==> src/rtl/tap_mon_pkg.sv <==
package tap_mon_pkg;

  typedef struct packed {
    logic hit_last;
    logic hit_wrap;
  } trip_t;

  function automatic int tap_width(input int taps);
    return (taps > 1) ? $clog2(taps) : 1;
  endfunction

endpackage

==> src/rtl/tap_counter.sv <==
module tap_counter #(
  parameter int TAPS  = 128,
  parameter int TAP_W = tap_mon_pkg::tap_width(TAPS)
) (
  input  logic             clk,
  input  logic             rst,
  input  logic             loop_en,
  input  logic             step_up,
  input  logic             step_dn,
  output logic [TAP_W-1:0] tap_q
);
  localparam logic [TAP_W-1:0] LAST  = TAP_W'(TAPS - 1);
  localparam bit               POW2  = (TAPS == (1 << TAP_W));

  logic [TAP_W-1:0] inc_v;
  logic [TAP_W-1:0] dec_v;

  // Power-of-two depth wraps naturally; other depths need explicit compares.
  generate
    if (POW2) begin : g_pow2
      assign inc_v = tap_q + 1'b1;
      assign dec_v = tap_q - 1'b1;
    end else begin : g_mod
      assign inc_v = (tap_q == LAST) ? '0 : tap_q + 1'b1;
      assign dec_v = (tap_q == '0) ? LAST : tap_q - 1'b1;
    end
  endgenerate

  always_ff @(posedge clk) begin
    if (rst || !loop_en) begin
      tap_q <= '0;
    end else if (step_up && !step_dn) begin
      tap_q <= inc_v;
    end else if (step_dn && !step_up) begin
      tap_q <= dec_v;
    end
  end
endmodule

==> src/rtl/arm_qual.sv <==
module arm_qual (
  input  logic chk_en,
  input  logic loop_en,
  input  logic loop_locked,
  input  logic cache_en,
  output logic armed
);
  // Armed during initial synchronization, or after lock once the cache runs.
  always_comb begin
    armed = chk_en && loop_en && (!loop_locked || cache_en);
  end
endmodule

==> src/rtl/rollover_detect.sv <==
module rollover_detect
  import tap_mon_pkg::*;
#(
  parameter int TAPS  = 128,
  parameter int TAP_W = tap_width(TAPS)
) (
  input  logic [TAP_W-1:0] tap_q,
  input  logic             step_up,
  input  logic             step_dn,
  input  logic             loop_en,
  input  logic             armed,
  output trip_t            trip
);
  localparam logic [TAP_W-1:0] LAST = TAP_W'(TAPS - 1);

  logic on_last;

  always_comb begin
    on_last       = (tap_q == LAST);
    trip.hit_last = armed && on_last;
    trip.hit_wrap = armed && on_last && loop_en && step_up && !step_dn;
  end
endmodule

==> src/rtl/checkstop_latch.sv <==
module checkstop_latch
  import tap_mon_pkg::*;
(
  input  logic  clk,
  input  logic  rst,
  input  trip_t trip,
  output logic  checkstop,
  output trip_t cause
);
  always_ff @(posedge clk) begin
    if (rst) begin
      checkstop <= 1'b0;
      cause     <= '0;
    end else begin
      checkstop <= checkstop || trip.hit_last || trip.hit_wrap;
      cause     <= cause | trip;
    end
  end
endmodule

==> src/rtl/tap_rollover_mon.sv <==
module tap_rollover_mon
  import tap_mon_pkg::*;
#(
  parameter int TAPS  = 128,
  parameter int TAP_W = tap_width(TAPS)
) (
  input  logic             clk,
  input  logic             rst,
  input  logic             adj_up,
  input  logic             adj_dn,
  input  logic             loop_en,
  input  logic             loop_locked,
  input  logic             cache_en,
  input  logic             chk_en,
  output logic [TAP_W-1:0] tap_sel,
  output logic             checkstop,
  output logic             cause_last,
  output logic             cause_wrap
);
  logic  armed;
  trip_t trip;
  trip_t cause;

  tap_counter #(.TAPS(TAPS), .TAP_W(TAP_W)) u_cnt (
    .clk     (clk),
    .rst     (rst),
    .loop_en (loop_en),
    .step_up (adj_up),
    .step_dn (adj_dn),
    .tap_q   (tap_sel)
  );

  arm_qual u_arm (
    .chk_en      (chk_en),
    .loop_en     (loop_en),
    .loop_locked (loop_locked),
    .cache_en    (cache_en),
    .armed       (armed)
  );

  rollover_detect #(.TAPS(TAPS), .TAP_W(TAP_W)) u_det (
    .tap_q   (tap_sel),
    .step_up (adj_up),
    .step_dn (adj_dn),
    .loop_en (loop_en),
    .armed   (armed),
    .trip    (trip)
  );

  checkstop_latch u_lat (
    .clk       (clk),
    .rst       (rst),
    .trip      (trip),
    .checkstop (checkstop),
    .cause     (cause)
  );

  assign cause_last = cause.hit_last;
  assign cause_wrap = cause.hit_wrap;
endmodule

==> config.mk <==
export PLATFORM = sky130hd
export DESIGN_NAME = tap_rollover_mon
export DESIGN_NICKNAME = d
export VERILOG_FILES = /design/src/rtl/tap_mon_pkg.sv /design/src/rtl/tap_counter.sv /design/src/rtl/arm_qual.sv /design/src/rtl/rollover_detect.sv /design/src/rtl/checkstop_latch.sv /design/src/rtl/tap_rollover_mon.sv
export SDC_FILE = /design/constraint.sdc
export NUM_CORES = 1
export LEC_CHECK = 0
export ABC_CLOCK_PERIOD_IN_PS = 4500
export BUFFER_PORTS_ARGS = -buffer_cell sky130_fd_sc_hd__buf_4
export CORE_ASPECT_RATIO = 1.75
export CORE_MARGIN = 2
export CORE_UTILIZATION = 30
export DETAILED_ROUTE_END_ITERATION = 16
export SLEW_MARGIN = 20
export SYNTH_ARGS = -nofsm -noshare
export SYNTH_HDL_FRONTEND = slang
export SYNTH_SLANG_ARGS = --single-unit
==> constraint.sdc <==
create_clock -name clk -period 4.5 [get_ports clk]
set_input_delay 0.675 -clock clk [delete_from_list [all_inputs] [get_ports clk]]
set_output_delay 0.675 -clock clk [all_outputs]
set_load 0.05 [all_outputs]
==> qor.yml, run 1 <==
timing:
  period_needed_ns: 2.53
  hold_viol: 0
  rsz0062_at_grt: "no"
  fmax_mhz: 395
  finalSetupViolCount: 0
  setup_ws_ns: 1.97
  setup_tns_ns: 0
  finalClockSkew_ns: 0.00708
  post-route-period-util: 0.562
  worstMarginPinSlew_ns: 0.515
  relSlewSlack: 0.657
  slew_viol_final: 0
clocking:
  cts_tree: "built"
  worstSkewPairLatency_ns: 0.25
  root_buffer: "clkbuf_8"
  cts.reportedPaths.clkPinSlew_ns: 0.06
  cts_max_level: 1
  cts_buffers: 3
  cts_resized: 0
  cts_sinks: 10
  cts_hold_buffers: 0
  clockBufferDepth: 2
  cts_setup_buffers: 0
layout:
  mostFrequentLayoutCells: "buf_4 (17), nor2_1 (10), dfxtp_1 (10)"
  final_common_cell: "buf_4"
  nets: 113
  diodes: 0
  drive_gt1_frac: 0.281
  synthToLayoutAreaGrowth_pct: 29.7
outcome:
  outcome: "completed"
detailed_routing:
  first_pass_iters: 4
  first_iter_violations: 23
  wl_um: 1720
  drc_errors: 0
  num_vias: 636
  viasPerCell: 5.26
  antenna_left: 0
  routedWlPerCell_um: 14.2
global_routing:
  grt_pass1_vias: 617
  grt-ovfl-total: 0
  met3_usage: 0.00987
  gr-usage-met1: 0.155
  grt_pass1_wl_um: 2790
  track_usage: 0.153
  busiest_layer: "met2"
  grtUsageMet2: 0.282
  antenna_found_initial: 0
  grt_max_degree: 13
floorplanning:
  die_w_um: 40.2
  ios: 18
  die-area_mm2: 0.00270
  core_mm2: 0.00222
  rows: 23
  dieHeight_um: 67.3
  initial_core_util: 0.310
setup_path:
  arrival_ns: 2.66
  required_ns: 4.63
  crit_path_start_kind: "primary input"
  critPathMaxFanout: 8
  worstSetupPathType: "in -> reg"
  endpoint_kind: "flop"
power:
  p_leak_nw: 0.405
  p_per_area_mw_per_mm2: 363
  ir_drop_mv: 0.207
synth:
  yosysWarningCount: 0
  ys_seq_area_frac: 0.291
  syn_area_um2: 687
  synth.avg_cell_area_um2: 8.92
  syn_nets: 93
  synthCells: 77
  synthDistinctLibCells: 31
  ys_ff_latch: 10
place:
  globalplace.congestion: 0.866
  dp_hpwl_um: 1370
  port_buffers: 17
  pre_cts_slack_ns: 1.73
run:
  drv_cap: 0
worst_hold_path:
  hp-class: "reg -> reg"
power breakdown:
group	leakage [nW]	switching, mW	internal (mW)
logic	0.295	0.0597	0.0420
clock network	0.0288	0.0426	0.0774
registers	0.0815	0.00751	0.0942
total	0.405	0.110	0.214
state kept, by name, summed over array words and instances, names as in the netlist:
signal / count
u_cnt.tap_q: 7
u_lat.cause: 2
u_lat.checkstop: 1
through the flow:
step                      cell area (um^2)   util  std cells  power (mW)  hold slack [ns]
after floorplan                        687      -         77       0.178            0.695
after global placement                 836  0.377        117       0.203            0.457
after detailed placement               836  0.377        117       0.205            0.471
after CTS                              891  0.402        121       0.323            0.486
after global routing                   891  0.402        121       0.335            0.506
final                                  891  0.402        121       0.323            0.488
final timing paths:
path | cells after the start | end | startpoint | slack [ns]
worst max-delay path | 9 | u_cnt.tap_q[6] | adj_dn | 1.97
worst min-delay path | 2 | u_lat.cause[0] | u_lat.cause[0] | 0.49
worst max register to register | 5 | u_cnt.tap_q[6] | u_cnt.tap_q[0] | 2.49
worst min register to register | 2 | u_lat.cause[0] | u_lat.cause[0] | 0.49
layer usage:
metal	routed length, um	up-vias	share of wire
met2	944	22	0.55
met4	46	0	0.027
met1	655	293	0.38
met3	69	5	0.040
met5	0	-	0
li1	-	316	-
final cells by class:
cell class	count	area, um^2
multi-input combinational	59	454
timing repair buffer	17	128
inverter	6	22.5
fill	219	1330
tap	25	31.3
sequential	10	200
clock buffer	4	55.1
kinds of logic after synthesis:
| group | Yosys count | synth area share |
|---|---|---|
| and+or+nand+nor | 27 | 0.206 |
| AOI/OAI and AO/OA | 18 | 0.215 |
| DFF | 10 | 0.291 |
| buffers and inverters | 8 | 0.0474 |
| adders and majority gates | 8 | 0.157 |
| xor gates and xnor gates | 3 | 0.0383 |
| muxes | 3 | 0.0455 |
critical path: stages:
cell      delay, ns
buf_4          0.11
inv_1          0.06
ha_1           0.19
inv_1          0.16
fa_1           0.46
a211o_1        0.34
nor4b_4        0.14
a221oi_2       0.20
mux2_1         0.34
synth_stat cells:
| cell | n | area (um^2) |
|---|---|---|
| nor3b_1 | 1 | 7.51 |
| nand3_1 | 3 | 15.0 |
| a2111oi_2 | 2 | 30.0 |
| inv_2 | 1 | 3.75 |
| nand2b_1 | 2 | 12.5 |
| inv_1 | 5 | 18.8 |
| xor2_1 | 2 | 17.5 |
| nand2_1 | 7 | 26.3 |
| o21ai_2 | 1 | 8.76 |
| a221oi_2 | 1 | 15.0 |
| a21o_1 | 2 | 15.0 |
| xnor2_1 | 1 | 8.76 |
| o2bb2ai_1 | 1 | 8.76 |
| a211o_1 | 2 | 17.5 |
| nor2_1 | 10 | 37.5 |
| dfxtp_1 | 10 | 200 |
| o21ai_1 | 1 | 5.00 |
| o21ai_0 | 1 | 5.00 |
| o211ai_1 | 1 | 7.51 |
| a2111oi_0 | 1 | 8.76 |
| nand4_1 | 1 | 6.26 |
| a21oi_1 | 4 | 20.0 |
| fa_1 | 1 | 20.0 |
| buf_2 | 2 | 10.0 |
| nor4_1 | 1 | 6.26 |
| mux2_1 | 1 | 11.3 |
| ha_1 | 7 | 87.6 |
| mux2i_1 | 2 | 20.0 |
| a31oi_1 | 1 | 6.26 |
| or3_1 | 1 | 6.26 |
| nor4b_4 | 1 | 23.8 |
No activity file was read; power rests on OpenSTA's default activity.
==> run 2, diff against run 1 <==
--- a/config.mk
+++ b/config.mk
@@ -5,7 +5,7 @@
 export SDC_FILE = /design/constraint.sdc
 export NUM_CORES = 1
 export LEC_CHECK = 0
-export ABC_CLOCK_PERIOD_IN_PS = 4500
+export ABC_CLOCK_PERIOD_IN_PS = 2100
 export BUFFER_PORTS_ARGS = -buffer_cell sky130_fd_sc_hd__buf_4
 export CORE_ASPECT_RATIO = 1.75
 export CORE_MARGIN = 2
==> constraint.sdc (replaced) <==
create_clock -name clk -period 2.1 [get_ports clk]
set_input_delay 0.315 -clock clk [delete_from_list [all_inputs] [get_ports clk]]
set_output_delay 0.315 -clock clk [all_outputs]
set_load 0.05 [all_outputs]
==> run 2 against run 1 <==
Net effect: clock skew decreased by 0.0052 ns; sequential share of layout area decreased by 1.8 points; design area is 8.7% higher; utilization rose by 3.5 points; setup slack got worse by 1.9 ns; non-clock buffer count up 10; via count increased by 5.7%; clock power rose by 100%; global-route usage increased by 0.78 points; first-iteration DRC count down 65%; die area unchanged; sequential cell count unchanged; critical endpoint unchanged; largest cell class unchanged.
==> qor.yml, run 2 (synthesis results as in run 1) <==
outcome:
  outcome: "completed"
power:
  p_leak_nw: 0.453
  p_per_area_mw_per_mm2: 726
  power_uw: 703
  ir_drop_mv: 0.448
setup_path:
  arrival_ns: 2.11
  r2r_end: "u_cnt.tap_q[6]"
  crit_path_start_kind: "primary input"
  r2r_slack_ns: 0.22
  endpoint_kind: "flop"
  critPathMaxFanout: 8
  cp.depth: 9
  slowest_stage: "mux2_1"
  critPathTopFamily: "adder cells"
  timing.rr.start: "u_cnt.tap_q[1]"
  max_stage_delay_ns: 0.36
  rr_worst_depth: 5
  worst-path-buf-inv: 3
  worstSetupPathType: "in -> reg"
  crit_chain: "buf_4, inv_1, ha_1, inv_2, fa_2, a211o_1, nor4b_4, a221oi_2, mux2_1"
  required_ns: 2.22
timing:
  setup_tns_ns: 0
  period_needed_ns: 1.99
  finalClockSkew_ns: 0.00185
  post-route-period-util: 0.948
  rsz0062_at_grt: "no"
  finalSetupViolCount: 0
  fmax_mhz: 502
  worstMarginPinSlew_ns: 0.522
  hold_viol: 0
  slew_viol_final: 0
  relSlewSlack: 0.651
clocking:
  root_buffer: "clkbuf_8"
  cts.reportedPaths.clkPinSlew_ns: 0.05
  worstSkewPairLatency_ns: 0.24
  cts_setup_buffers: 0
  cts_buffers: 3
  cts_hold_buffers: 0
  cts_max_level: 1
  cts_resized: 0
  cts_sinks: 10
  cts_tree: "built"
  clockBufferDepth: 2
layout:
  nets: 123
  largest_reg_flops: 7
  utilization: 0.437
  regMostFlops: "u_cnt.tap_q"
  diodes: 0
  top_regs: "u_cnt.tap_q x7, u_lat.cause x2, u_lat.checkstop x1"
  synthToLayoutAreaGrowth_pct: 41.0
  mostFrequentLayoutCells: "buf_4 (27), nor2_1 (10), dfxtp_1 (10)"
  drive_gt1_frac: 0.368
  final_common_cell: "buf_4"
floorplanning:
  die_w_um: 40.2
  dieHeight_um: 67.3
  core_mm2: 0.00222
  rows: 23
  ios: 18
  initial_core_util: 0.310
  die-area_mm2: 0.00270
global_routing:
  grt_pass1_vias: 683
  grt_max_degree: 10
  track_usage: 0.161
  grt_pass1_wl_um: 2880
  grt-ovfl-total: 0
  antenna_found_initial: 0
detailed_routing:
  first_iter_violations: 8
  viasPerCell: 5.13
  antenna_left: 0
  first_pass_iters: 4
  drc_errors: 0
  wl_um: 1780
  routedWlPerCell_um: 13.6
  num_vias: 672
worst_hold_path:
  hold_depth: 2
  hold_start: "rst"
  hp-class: "in -> reg"
  holdPathEnd: "u_lat.cause[1]"
run:
  drv_cap: 0
place:
  dp_hpwl_um: 1460
  globalplace.congestion: 0.870
  port_buffers: 17
-- run 2: cell types whose count changed in the layout (fill, tap and decap cells not counted), sizes merged --
cell | before | now
buf | 17 | 27
-- run 2: final cells by class --
class / instances / area [um^2]
fill: 211 / 1250
multi-input combinational: 59 / 457
timing repair buffer: 27 / 203
sequential: 10 / 200
clock buffer: 4 / 55.1
tap: 25 / 31.3
inverter: 6 / 22.5
-- run 2: stage by stage --
| stage | hold slack [ns] | cell area [um^2] | worst slack [ns] | instances |
|---|---|---|---|---|
| after floorplan | 0.387 | 689 | 0.0406 | 77 |
| after global placement | 0.460 | 913 | -0.0569 | 127 |
| after detailed placement | 0.464 | 913 | -0.132 | 127 |
| after CTS | 0.252 | 968 | 0.118 | 131 |
| after global routing | 0.263 | 968 | 0.0258 | 131 |
| final | 0.255 | 968 | 0.109 | 131 |
-- run 2: layer usage --
metal,track usage,vias up,share of wire,routed length [um]
met1,0.154,314,0.38,676
met4,0.100,0,0.029,51
met3,0.0296,5,0.049,88
met2,0.290,19,0.54,965
met5,0,-,0,0
li1,-,334,-,-
-- run 2: worst max-delay path by stage --
stage	startpoint	to	slack [ns]
4_1_cts	adj_dn	u_cnt.tap_q[6]	0.12
3_5_place_dp	adj_dn	u_cnt.tap_q[6]	-0.13
5_1_grt	adj_dn	u_cnt.tap_q[6]	0.03
2_1_floorplan	adj_dn	u_cnt.tap_q[6]	0.04
3_3_place_gp	adj_dn	u_cnt.tap_q[6]	-0.06
6_report	adj_dn	u_cnt.tap_q[6]	0.11
-- run 2: power breakdown --
group          internal (mW)  switching [mW]  leakage [nW]
combinational          0.108           0.134         0.343
sequential             0.202          0.0147        0.0815
clock                  0.165          0.0788        0.0288
==> run 3, diff against run 2 <==
--- a/config.mk
+++ b/config.mk
@@ -11,7 +11,8 @@
 export CORE_MARGIN = 2
 export CORE_UTILIZATION = 30
 export DETAILED_ROUTE_END_ITERATION = 16
-export SLEW_MARGIN = 20
+export PLACE_DENSITY = 0.63
+export SETUP_SLACK_MARGIN = 0.02
 export SYNTH_ARGS = -nofsm -noshare
 export SYNTH_HDL_FRONTEND = slang
 export SYNTH_SLANG_ARGS = --single-unit
==> run 3 against run 2 <==
Net effect: global-route usage up 1.1 points; utilization up 0.68 points; wire length up 2.4%; sequential cell count unchanged; sequential power about the same; design area up 1.6%; count of clock-buffer cells in the layout unchanged; register-to-register slack better by 0.04 ns; critical endpoint unchanged; clock power up 2%.
==> qor.yml, run 3 (synthesis results as in run 1) <==
setup_path:
  r2r_slack_ns: 0.26
  cp-startpoint: "adj_dn"
  rr_worst_depth: 5
  worstSetupPathType: "in -> reg"
  critical_path.endpoint: "u_cnt.tap_q[6]"
  crit_chain: "buf_4, inv_1, ha_1, inv_2, buf_4, ha_1, or3_1, o21ai_1, a221oi_2, mux2_1"
  timing.rr.start: "u_cnt.tap_q[1]"
  slowest_stage: "or3_1"
  crit_path_start_kind: "primary input"
  endpoint_kind: "flop"
  required_ns: 2.23
  critPathMaxFanout: 7
  r2r_end: "u_cnt.tap_q[6]"
  arrival_ns: 2.13
  max_stage_delay_ns: 0.36
timing:
  finalClockSkew_ns: 0.000611
  slew_viol_final: 0
  finalSetupViolCount: 0
  setup_tns_ns: 0
  period_needed_ns: 2.00
  hold_slack_ns: 0.256
  rsz0062_at_grt: "no"
  fmax_mhz: 500
  relSlewSlack: 0.705
  setup_ws_ns: 0.0992
  hold_viol: 0
  post-route-period-util: 0.953
  worstMarginPinSlew_ns: 0.442
power:
  p_sw_frac: 0.329
  p_leak_nw: 0.463
  switching_power_uw: 234
  clkPwrFrac: 0.349
  ir_drop_mv: 0.425
  power_frac_comb: 0.348
  internal_power_uw: 478
  p_seq_frac: 0.304
  p_per_area_mw_per_mm2: 725
global_routing:
  track_usage: 0.171
  grt_pass1_wl_um: 3150
  antenna_found_initial: 0
  grt-ovfl-total: 0
  grt_max_degree: 12
  grt_pass1_vias: 698
floorplanning:
  dieHeight_um: 67.3
  initial_core_util: 0.310
  ios: 18
  die_w_um: 40.2
  rows: 23
  core_mm2: 0.00222
  die-area_mm2: 0.00270
clocking:
  cts_tree: "built"
  cts_max_level: 1
  cts_buffers: 3
  cts_hold_buffers: 0
  worstSkewPairLatency_ns: 0.24
  cts.reportedPaths.clkPinSlew_ns: 0.05
  cts_setup_buffers: 0
  cts_sinks: 10
  root_buffer: "clkbuf_8"
  cts_resized: 0
  clockBufferDepth: 2
place:
  globalplace.congestion: 0.863
  port_buffers: 17
  pre_cts_slack_ns: -0.0944
  dp_hpwl_um: 1460
  placedCellCount: 129
detailed_routing:
  routedWlPerCell_um: 13.7
  first_iter_violations: 19
  first_pass_iters: 4
  drc_errors: 0
  viasPerCell: 5.09
  antenna_left: 0
  num_vias: 677
  wl_um: 1820
layout:
  drive_gt1_frac: 0.380
  diodes: 0
  regMostFlops: "u_cnt.tap_q"
  ff_latch_area_um2: 200
  layout.cells.non_filler: 133
  utilization: 0.444
  synthToLayoutAreaGrowth_pct: 43.2
  mostFrequentLayoutCells: "buf_4 (29), nor2_1 (10), dfxtp_1 (10)"
  nets: 125
  top_regs: "u_cnt.tap_q x7, u_lat.cause x2, u_lat.checkstop x1"
  multi_input_area_um2: 457
  largest_reg_flops: 7
  nFillCells: 219
  final_common_cell: "buf_4"
worst_hold_path:
  hp-class: "in -> reg"
run:
  drv_cap: 0
outcome:
  outcome: "completed"
## run 3: changes by cell type in the layout (fill, tap and decap cells not counted)
cell / before / now
buf_4: 27 / 29
## run 3: power by group through the flow
stage	Clock (mW)	Combinational, mW	Sequential (mW)
6_report	0.249	0.248	0.216
5_1_grt	0.267	0.271	0.219
4_1_cts	0.251	0.249	0.217
3_5_place_dp	0	0.246	0.220
3_3_place_gp	0	0.243	0.220
2_1_floorplan	0	0.125	0.258
## run 3: final cells by class
class / instances / share of cell area
repair buffers: 29 / 0.221
clock buffers: 4 / 0.0560
well taps: 25 / 0.0318
inverters: 6 / 0.0229
multi-input cells: 59 / 0.464
flip-flops and latches: 10 / 0.204
## run 3: worst min path at each step
stage          slack (ns)  cells after the start       startpoint              end
2_1_floorplan        0.39                      1              rst   u_lat.cause[0]
3_3_place_gp         0.46                      2  u_lat.checkstop  u_lat.checkstop
3_5_place_dp         0.47                      2  u_lat.checkstop  u_lat.checkstop
4_1_cts              0.25                      2              rst   u_lat.cause[1]
5_1_grt              0.26                      2              rst   u_lat.cause[0]
6_report             0.26                      2              rst   u_lat.cause[1]
## run 3: worst max-delay path, delay by kind of cell
kind / cells / cell delay [ns]
multiplexers: 1 / 0.32
buffers and inverters: 4 / 0.40
adder cells (fa/ha/maj): 2 / 0.48
AND/OR/NAND/NOR: 1 / 0.36
AO/OA/AOI/OAI: 2 / 0.25
## run 3: metrics by stage
stage / power [mW] / instance area (um^2)
floorplan: 0.383 / 689
global placement: 0.463 / 928
detailed placement: 0.466 / 928
CTS: 0.718 / 983
global route: 0.757 / 983
finish: 0.713 / 983
## run 3: routing by layer
metal  track usage  part of all wire
met5             0                 0
met4        0.0958             0.036
met3        0.0362             0.049
met2         0.298              0.58
met1         0.178              0.33
